### src/rtl/rxd_pkg.sv
package rxd_pkg;
  localparam int BYTE_W = 8;

  typedef struct packed {
    logic              vld;
    logic              sop;
    logic              eop;
    logic [BYTE_W-1:0] dat;
  } beat_t;
endpackage

### src/rtl/rxd_hdr_delay.sv
module rxd_hdr_delay
  import rxd_pkg::*;
#(
  parameter int HDR_BYTES = 6
) (
  input  logic                     clk,
  input  logic                     rst,
  input  beat_t                    in_beat,
  output beat_t                    out_beat,
  output logic                     hdr_done,
  output logic [HDR_BYTES*8-1:0]   hdr_addr
);
  localparam int CW = $clog2(HDR_BYTES + 1);

  beat_t         stage_q [HDR_BYTES];
  logic [CW-1:0] cnt_q;

  always_ff @(posedge clk) begin
    if (rst) begin
      for (int k = 0; k < HDR_BYTES; k++) stage_q[k] <= '0;
      cnt_q <= '0;
    end else begin
      stage_q[0] <= in_beat;
      for (int k = 1; k < HDR_BYTES; k++) stage_q[k] <= stage_q[k-1];
      if (in_beat.vld) begin
        if (in_beat.sop) cnt_q <= CW'(1);
        else if (cnt_q != '0 && cnt_q < CW'(HDR_BYTES)) cnt_q <= cnt_q + CW'(1);
      end
    end
  end

  // Last header byte is on the input; earlier ones sit in the stages.
  assign hdr_done = in_beat.vld && !in_beat.sop && (cnt_q == CW'(HDR_BYTES - 1));
  assign hdr_addr[BYTE_W-1:0] = in_beat.dat;

  for (genvar j = 1; j < HDR_BYTES; j++) begin : g_addr
    assign hdr_addr[j*BYTE_W +: BYTE_W] = stage_q[j-1].dat;
  end

  assign out_beat = stage_q[HDR_BYTES-1];
endmodule

### src/rtl/rxd_chan_bank.sv
module rxd_chan_bank #(
  parameter int NUM_CH = 4
) (
  input  logic              clk,
  input  logic              rst,
  input  logic [NUM_CH-1:0] take,
  input  logic [NUM_CH-1:0] rel_c0,
  input  logic [NUM_CH-1:0] rel_c1,
  output logic [NUM_CH-1:0] free,
  output logic [NUM_CH-1:0] ptr
);
  for (genvar i = 0; i < NUM_CH; i++) begin : g_ch
    logic [1:0] busy_q;
    logic       ptr_q;

    always_ff @(posedge clk) begin
      if (rst) begin
        busy_q <= 2'b00;
        ptr_q  <= 1'b0;
      end else begin
        busy_q <= (busy_q & ~{rel_c1[i], rel_c0[i]})
                | (take[i] ? (ptr_q ? 2'b10 : 2'b01) : 2'b00);
        if (take[i]) ptr_q <= ~ptr_q;
      end
    end

    assign free[i] = ~busy_q[ptr_q];
    assign ptr[i]  = ptr_q;
  end
endmodule

### src/rtl/rxd_stats.sv
module rxd_stats #(
  parameter int NUM_CH = 4,
  parameter int CNT_W  = 16,
  localparam int FW    = $clog2(NUM_CH + 1)
) (
  input  logic             clk,
  input  logic             rst,
  input  logic             inc_rx,
  input  logic             inc_bc,
  input  logic             inc_dst,
  input  logic [FW-1:0]    full_add,
  output logic [CNT_W-1:0] cnt_rx,
  output logic [CNT_W-1:0] cnt_bcast,
  output logic [CNT_W-1:0] cnt_dst_fail,
  output logic [CNT_W-1:0] cnt_ch_full
);
  always_ff @(posedge clk) begin
    if (rst) begin
      cnt_rx       <= '0;
      cnt_bcast    <= '0;
      cnt_dst_fail <= '0;
      cnt_ch_full  <= '0;
    end else begin
      if (inc_rx)  cnt_rx       <= cnt_rx + CNT_W'(1);
      if (inc_bc)  cnt_bcast    <= cnt_bcast + CNT_W'(1);
      if (inc_dst) cnt_dst_fail <= cnt_dst_fail + CNT_W'(1);
      cnt_ch_full <= cnt_ch_full + CNT_W'(full_add);
    end
  end
endmodule

### src/rtl/rx_chan_dispatch.sv
module rx_chan_dispatch
  import rxd_pkg::*;
#(
  parameter int NUM_CH    = 4,
  parameter int CNT_W     = 16,
  parameter int HDR_BYTES = 6
) (
  input  logic                       clk,
  input  logic                       rst,
  input  logic                       in_valid,
  input  logic                       in_first,
  input  logic                       in_last,
  input  logic [7:0]                 in_data,
  input  logic [NUM_CH-1:0]          ch_enable,
  input  logic                       glb_enable,
  input  logic                       bcast_enable,
  input  logic [NUM_CH*HDR_BYTES*8-1:0] ch_addr,
  input  logic [NUM_CH-1:0]          rel_c0,
  input  logic [NUM_CH-1:0]          rel_c1,
  output logic [NUM_CH-1:0]          wr_en,
  output logic [NUM_CH-1:0]          wr_sel,
  output logic [7:0]                 wr_data,
  output logic                       wr_first,
  output logic                       wr_last,
  output logic [CNT_W-1:0]           cnt_rx,
  output logic [CNT_W-1:0]           cnt_bcast,
  output logic [CNT_W-1:0]           cnt_dst_fail,
  output logic [CNT_W-1:0]           cnt_ch_full
);
  localparam int ADDR_W = HDR_BYTES * 8;
  localparam int FW     = $clog2(NUM_CH + 1);

  if (NUM_CH < 1 || NUM_CH > 8) begin : g_bad_cfg
    $error("NUM_CH must lie between 1 and 8");
  end

  beat_t              in_beat, dly_beat;
  logic               hdr_done;
  logic [ADDR_W-1:0]  hdr_addr;
  logic [NUM_CH-1:0]  hit, target, deliver, blocked, take;
  logic [NUM_CH-1:0]  chan_free, chan_ptr;
  logic [NUM_CH-1:0]  route_q, sel_q;
  logic               is_bcast, decide;
  logic [FW-1:0]      full_add;

  assign in_beat = '{vld: in_valid, sop: in_first, eop: in_last, dat: in_data};

  rxd_hdr_delay #(.HDR_BYTES(HDR_BYTES)) u_hdr (
    .clk     (clk),
    .rst     (rst),
    .in_beat (in_beat),
    .out_beat(dly_beat),
    .hdr_done(hdr_done),
    .hdr_addr(hdr_addr)
  );

  for (genvar i = 0; i < NUM_CH; i++) begin : g_match
    assign hit[i] = (ch_addr[i*ADDR_W +: ADDR_W] == hdr_addr);
  end

  always_comb begin
    is_bcast = &hdr_addr;
    target   = is_bcast ? (bcast_enable ? ch_enable : '0) : (ch_enable & hit);
    deliver  = target & chan_free;
    blocked  = target & ~chan_free;
    decide   = hdr_done & glb_enable;
    take     = decide ? deliver : '0;
    full_add = decide ? FW'($countones(blocked)) : '0;
  end

  rxd_chan_bank #(.NUM_CH(NUM_CH)) u_bank (
    .clk   (clk),
    .rst   (rst),
    .take  (take),
    .rel_c0(rel_c0),
    .rel_c1(rel_c1),
    .free  (chan_free),
    .ptr   (chan_ptr)
  );

  rxd_stats #(.NUM_CH(NUM_CH), .CNT_W(CNT_W)) u_stats (
    .clk         (clk),
    .rst         (rst),
    .inc_rx      (decide),
    .inc_bc      (decide & is_bcast & bcast_enable),
    .inc_dst     (decide & (target == '0)),
    .full_add    (full_add),
    .cnt_rx      (cnt_rx),
    .cnt_bcast   (cnt_bcast),
    .cnt_dst_fail(cnt_dst_fail),
    .cnt_ch_full (cnt_ch_full)
  );

  always_ff @(posedge clk) begin
    if (rst) begin
      route_q  <= '0;
      sel_q    <= '0;
      wr_en    <= '0;
      wr_sel   <= '0;
      wr_data  <= '0;
      wr_first <= 1'b0;
      wr_last  <= 1'b0;
    end else begin
      if (hdr_done) begin
        route_q <= take;
        sel_q   <= chan_ptr;
      end
      wr_en    <= dly_beat.vld ? route_q : '0;
      wr_sel   <= sel_q;
      wr_data  <= dly_beat.dat;
      wr_first <= dly_beat.vld & dly_beat.sop;
      wr_last  <= dly_beat.vld & dly_beat.eop;
    end
  end
endmodule

### config.mk
export PLATFORM = sky130hd
export DESIGN_NAME = rx_chan_dispatch
export DESIGN_NICKNAME = d
export VERILOG_FILES = /design/src/rtl/rxd_pkg.sv /design/src/rtl/rxd_hdr_delay.sv /design/src/rtl/rxd_chan_bank.sv /design/src/rtl/rxd_stats.sv /design/src/rtl/rx_chan_dispatch.sv
export SDC_FILE = /design/constraint.sdc
export NUM_CORES = 1
export LEC_CHECK = 0
export BUFFER_PORTS_ARGS = -buffer_cell sky130_fd_sc_hd__buf_2
export CORE_UTILIZATION = 25
export DETAILED_ROUTE_END_ITERATION = 6
export PLACE_DENSITY_LB_ADDON = 0.1
export REMOVE_ABC_BUFFERS = 1
export SYNTH_ARGS = -nofsm -noshare
export SYNTH_HDL_FRONTEND = slang
export SYNTH_HIERARCHICAL = 1
export SYNTH_SLANG_ARGS = --single-unit
### constraint.sdc
create_clock -name clk -period 11.35 [get_ports clk]
set_input_delay 1.135 -clock clk [delete_from_list [all_inputs] [get_ports clk]]
set_output_delay 1.135 -clock clk [all_outputs]
set_load 0.005 [all_outputs]
==> Yosys cells after proc, flatten, opt, wreduce, memory -nomap -nowiden <==
Memories as Yosys holds them, arrays and structs flattened.
Index checks and enable logic that the tools add are counted.
{ "op_classes": {"n_addsub": 8, "mul": 0, "n_div": 0, "n_lt_le_gt_ge": 5, "n_eq_ne": 5, "n_shift": 0, "n_mux": 31, "n_bitwise": 37, "reduce_logical": 10} }
{ "op_table": {"columns": ["operator", "count"], "rows": [
  ["== test 48 bit", 4],
  ["two-way mux 11 bit", 6],
  ["adder 16 x 1 -> 16 bit (second input constant)", 3],
  ["AND reduction 48 bit", 1],
  ["adder 16 x 3 -> 16 bit", 1],
  ["two-way mux 2 bit", 8],
  ["bitwise AND 4 bit", 3],
  ["two-way mux 4 bit", 3],
  ["two-way mux 1 bit", 11],
  ["two-way mux 3 bit", 3],
  ["inverter 1 bit", 9],
  ["bitwise AND 2 bit", 4],
  ["< comparator 1 x 2 -> 1 bit (second input constant)", 4],
  ["inverter 2 bit", 4],
  ["OR 2 bit", 4],
  ["bitwise AND 1 bit", 6],
  ["OR 1 bit", 6],
  ["adder 1 x 1 -> 2 bit", 2],
  ["logical NOT 4 bit", 1],
  ["inverter 4 bit", 1],
  ["adder 2 x 2 -> 3 bit", 1],
  ["adder 3 x 1 -> 3 bit (second input constant)", 1],
  ["== test 3 bit (second input constant)", 1],
  ["logical AND 1 bit", 3],
  ["6 further kinds", 6]
]} }
{ "totals": {"register_bits": 105, "latch_bits": 0, "ramBits": 66, "romBits": 0, "out_inout_bits": 82, "word_cells": 117, "memories": 1} }
{ "memory_table": {"columns": ["memory", "words", "width", "read_ports", "rd_clocked_by_memory_dff", "write_ports", "line", "source"], "rows": [
  ["u_hdr.stage_q", 6, 11, 6, 0, 6, "rxd_hdr_delay.sv:15", "beat_t stage_q [HDR_BYTES];"]
]} }

==> Longest topological paths before layout <==
{ "logic_depth": {"ltp_word": 9, "mapped_depth": 18, "mapped_depth_nobuf": 16} }

==> Cells and area by module <==
Netlist, hierarchy kept.
{ "by_module_without_submodules": {"columns": ["mod", "n_inst", "cells_each", "area_each_um2", "seq_area_each_um2"], "rows": [
  ["rx_chan_dispatch", 1, 414, 3557.2, 520.5],
  ["rxd_stats", 1, 320, 2832.7, 1281.2],
  ["rxd_hdr_delay", 1, 211, 2391.0, 1381.3],
  ["rxd_chan_bank", 1, 53, 556.8, 240.2]
]} }

==> Least setup slack after synthesis <==
OpenSTA, ideal clock, no wires.
{ "synth_path": {"path_kind": "input to register", "start": "in in_data[0]", "end": "reg u_stats.cnt_ch_full[15]", "setup_ns": 0.121, "arrival_ns": 4.766, "required_time_ns": 11.229, "path_slack_ns": 6.464, "stages": 18, "path_buffers": 2, "path_cell_list": "buf_4 -> buf_4 -> xor2_1 -> nor4_1 -> nand4_1 -> nor4_1 -> o21a_2 -> nand2b_1 -> fa_1 -> inv_1 -> ha_1 -> ha_1 -> and3_1 -> ha_1 -> nand3_1 -> and2_1 -> nor4_1 -> mux2_2"} }
{ "synth_between": {"elab_chain_cells": 8} }
{ "synth_lines": {"columns": ["item", "line", "source"], "rows": [
  ["from (decl)", "rx_chan_dispatch.sv:13", "input logic [7:0] in_data,"],
  ["== test 48 bit", "rx_chan_dispatch.sv:58", "assign hit[i] = (ch_addr[i*ADDR_W +: ADDR_W] == hdr_addr);"],
  ["bitwise AND 4 bit", "rx_chan_dispatch.sv:63", "target = is_bcast ? (bcast_enable ? ch_enable : '0) : (ch_enable & hit);"],
  ["two-way mux 4 bit (*)", "rx_chan_dispatch.sv:63", null],
  ["bitwise AND 4 bit (*)", "rx_chan_dispatch.sv:65", "blocked = target & ~chan_free;"],
  ["adder 1 x 1 -> 2 bit (not written as such)", "rx_chan_dispatch.sv:68", "full_add = decide ? FW'($countones(blocked)) : '0;"],
  ["adder 2 x 2 -> 3 bit (not written as such) (*)", "rx_chan_dispatch.sv:68", null],
  ["two-way mux 3 bit (*)", "rx_chan_dispatch.sv:68", null],
  ["via full_add[1]", "rx_chan_dispatch.sv:44", "logic [FW-1:0] full_add;"],
  ["adder 16 x 3 -> 16 bit (*)", "rxd_stats.sv:27", "cnt_ch_full <= cnt_ch_full + CNT_W'(full_add);"],
  ["to (signal assigned)", "rxd_stats.sv:27", null],
  ["to (decl)", "rxd_stats.sv:15", "output logic [CNT_W-1:0] cnt_ch_full"]
]} }
The timed path passes the listed nets; every way through them passes the cells marked *.
A chain may end at the register's enable or synchronous reset.

==> Worst setup path after layout <==
{ "layout_path": {"start": "in ch_addr[23]", "end": "reg u_stats.cnt_ch_full[15]"} }
{ "layout_between": {"elab_chain_cells": 8} }
{ "layout_lines": {"columns": ["item", "line", "source"], "rows": [
  ["from (decl)", "rx_chan_dispatch.sv:17", "input logic [NUM_CH*HDR_BYTES*8-1:0] ch_addr,"],
  ["== test 48 bit", "rx_chan_dispatch.sv:58", null],
  ["bitwise AND 4 bit", "rx_chan_dispatch.sv:63", null],
  ["two-way mux 4 bit", "rx_chan_dispatch.sv:63", null],
  ["bitwise AND 4 bit", "rx_chan_dispatch.sv:65", null],
  ["adder 1 x 1 -> 2 bit (not written as such)", "rx_chan_dispatch.sv:68", null],
  ["adder 2 x 2 -> 3 bit (not written as such)", "rx_chan_dispatch.sv:68", null],
  ["two-way mux 3 bit", "rx_chan_dispatch.sv:68", null],
  ["via full_add[1]", "rx_chan_dispatch.sv:44", null],
  ["adder 16 x 3 -> 16 bit", "rxd_stats.sv:27", null]
]} }
The timed path passes the listed nets, and every way through them passes these cells.

==> impl_metrics.json <==
{
  "maxCapViolations": 0,
  "initial_core_util": 0.254,
  "crit_required_ps": 11680,
  "reg2reg_setup_slack_ps": 5950,
  "tritoncts": "done",
  "grt_pass1_wl_mm": 47.1,
  "ys_async_sr_fraction": 0,
  "period_needed_ps": 5420,
  "p_leak_nw": 5.13,
  "syn2layout_area_growth_pct": 19.8,
  "clk-insertion-delay-late_ps": 440,
  "drive_above_1_share": 0.305,
  "grt_pass1_vias": 7485,
  "whs_endpoint": "wr_last$_SDFF_PP0_",
  "dieWidth_microns": 195,
  "finalSetupTns_ps": 0,
  "antenna_found_initial": 3,
  "rr_startpoint": "u_hdr/stage_q[1][7]$_SDFF_PP0_",
  "synth_cell_types": 57,
  "max_freq_mhz": 184,
  "routed_wl_mm": 31.5,
  "coreArea_sq_um": 36700,
  "clock_path_buffers": 2,
  "rr_worst_depth": 16,
  "cts.sink_count": 171,
  "cts_buffers": 17,
  "mostFrequentLayoutCell": "buf_2",
  "dp_hpwl_mm": 24.1,
  "hold_path_class": "reg -> reg",
  "nets": 1426,
  "htree_levels": 4,
  "power_density_nw_per_um2": 117,
  "arrival_ps": 5750,
  "setup_viol": 0,
  "die_y_microns": 195,
  "endpoint_kind": "flip-flop",
  "overflow": 0,
  "finalWeightedCongestion": 0.834,
  "path_clk_slew_ps": 80,
  "fin_skew_ps": 14.8,
  "grt_max_degree": 94,
  "synthFlopType": "dfxtp_1",
  "vias": 7288,
  "ant_nets": 0,
  "cts-resized-gates": 0,
  "finalHoldViolations": 0,
  "io_pins": 301,
  "rr_endpoint": "u_stats/cnt_ch_full[15]$_SDFF_PP0_",
  "worstSetupStartpointType": "primary input",
  "pre_cts_slack_ps": 5530,
  "ir_drop_mv": 0.0990,
  "post-cts-setup-buffers": 0,
  "min_from": "u_hdr/stage_q[5][8]$_SDFF_PP0_",
  "synth_area_sq_um": 9340,
  "period_share": 0.478,
  "hold_depth": 1,
  "worstMarginPinSlew_ps": 975,
  "crit_type": "in -> reg",
  "root_buffer": "clkbuf_16",
  "viasPerCell": 4.35,
  "dr.first_iter.drc_count": 283,
  "cts_hold_buf": 0,
  "rows": 70,
  "crit_fanout": 4,
  "port-buffer-count": 300,
  "netlist_instances": 998,
  "dieArea_sq_um": 38100,
  "finalMaxSlewViolations": 0,
  "drc_errors": 0,
  "ys_ff_latch": 171,
  "gr-usage-all-layers": 0.167,
  "relSlewSlack": 0.350,
  "wire_per_inst_microns": 18.8,
  "layout_setup_ws_ps": 5930,
  "synth_seq_area_share": 0.367,
  "rsz0062_at_grt": "false",
  "status": "completed",
  "finalHoldWorstSlack_ps": 426,
  "first_pass_iters": 4,
  "final_cell_mix": "299 x buf_2, 212 x xor2_1, 171 x dfxtp_1, 56 x nor4_1, 56 x nor2_1",
  "yosys_warnings": 6,
  "syn_avg_cell_area_sq_um": 9.36,
  "fillCellCount": 3925,
  "utilization": 0.305,
  "synth-edff-count": 0
}
## how the worst max path moves through the flow
stage / start / end / slack, ps / cells after the start
after global routing: u_hdr/stage_q[1][7]$_SDFF_PP0_ / u_stats/cnt_ch_full[15]$_SDFF_PP0_ / 5720 / 16
final: ch_addr[23] / u_stats/cnt_ch_full[15]$_SDFF_PP0_ / 5930 / 17
after global placement: ch_addr[23] / u_stats/cnt_ch_full[15]$_SDFF_PP0_ / 5570 / 17
after detailed placement: ch_addr[23] / u_stats/cnt_ch_full[15]$_SDFF_PP0_ / 5530 / 17
after CTS: u_hdr/stage_q[1][7]$_SDFF_PP0_ / u_stats/cnt_ch_full[15]$_SDFF_PP0_ / 6000 / 16
after floorplan: ch_addr[31] / u_stats/cnt_ch_full[15]$_SDFF_PP0_ / 6690 / 16
## worst max-delay path, stage by stage
cell	delay, ps
buf_2	110
xor2_1	150
nor4_1	750
nand4_1	300
nor4_1	390
o21a_2	250
nand2b_1	100
fa_1	530
inv_1	50
ha_1	190
ha_1	260
and3_1	210
ha_1	280
nand3_1	130
and2_1	220
nor4_1	310
mux2_2	370
## per-stage QoR
step                      cells  power (W)  instance area, sq um
after detailed placement   1643   0.000753                 10600
after CTS                  1675    0.00134                 11200
after floorplan             873   0.000675                  8520
after global placement     1643   0.000753                 10600
after global routing       1675    0.00137                 11200
final                      1676    0.00131                 11200
## area by class of cell
cell class	instances	area [sq um]	share of cell area
Antenna cell	1	2.50	0.000224
Timing Repair Buffer	302	1520	0.136
Clock inverter	14	133	0.0119
Sequential cell	171	3420	0.306
Clock buffer	18	429	0.0384
Inverter	11	41.3	0.00369
Multi-Input combinational cell	691	5050	0.452
Tap cell	468	586	0.0523
## cells by family after synthesis
| family | count (synthesis) | share of synthesized area |
|---|---|---|
| and+or+nand+nor | 364 | 0.240 |
| muxes | 15 | 0.0165 |
| AOI/OAI and AO/OA | 65 | 0.0460 |
| buffers and inverters | 136 | 0.0923 |
| adders and majority gates | 13 | 0.0190 |
| xor gates and xnor gates | 234 | 0.219 |
| DFF | 171 | 0.367 |
## registers in the layout, summed over array words and instances, names as in the netlist
name,cells
u_hdr/stage_q,66
u_stats/cnt_bcast,16
u_stats/cnt_ch_full,16
u_stats/cnt_dst_fail,16
u_stats/cnt_rx,16
u_bank/g_ch.busy_q,8
wr_data,8
route_q,4
sel_q,4
u_bank/g_ch.ptr_q,4
wr_en,4
wr_sel,4
u_hdr/cnt_q,3
wr_first,1
wr_last,1
## where the power goes
group	switching (W)	internal (W)
combinational	0.0000578	0.0000585
clock	0.000282	0.000291
sequential	0.0000166	0.000606
## layer usage
layer	routed length (microns)	share of wire	GRT usage
met5	17	0.00054	0
met2	14700	0.47	0.277
met1	14300	0.45	0.216
met4	395	0.013	0.0414
met3	2100	0.067	0.0408
## cell usage after synthesis (2+ instances only)
cell	instances	area, sq um
nor3b_1	4	30.0
or3_1	11	68.8
xnor2_1	22	193
nand4_1	37	231
nor4_1	56	350
a41o_1	3	30.0
a21oi_2	8	70.1
nand2_1	26	97.6
inv_1	11	41.3
ha_1	11	138
nand2b_1	15	93.8
buf_1	7	26.3
buf_6	9	101
dfxtp_1	171	3420
mux2_2	3	33.8
and4_1	5	43.8
o21a_2	2	17.5
buf_4	65	488
nor4_2	7	87.6
nand4_2	3	37.5
o21ai_0	12	60.1
and2_1	9	56.3
a21boi_0	2	15.0
and3_2	2	15.0
or4_1	2	15.0
o31ai_1	2	15.0
nand3_1	18	90.1
clkbuf_1	12	45.0
fa_1	2	40.0
and2b_1	39	293
xor2_1	212	1860
buf_2	31	155
a21oi_1	25	125
mux2i_1	12	120
nand2b_4	4	55.1
a211oi_1	2	15.0
nor3_1	6	30.0
nor2b_1	47	294
nor2_1	56	210
and3_1	10	62.6
Power figures use the tool's default switching activity.
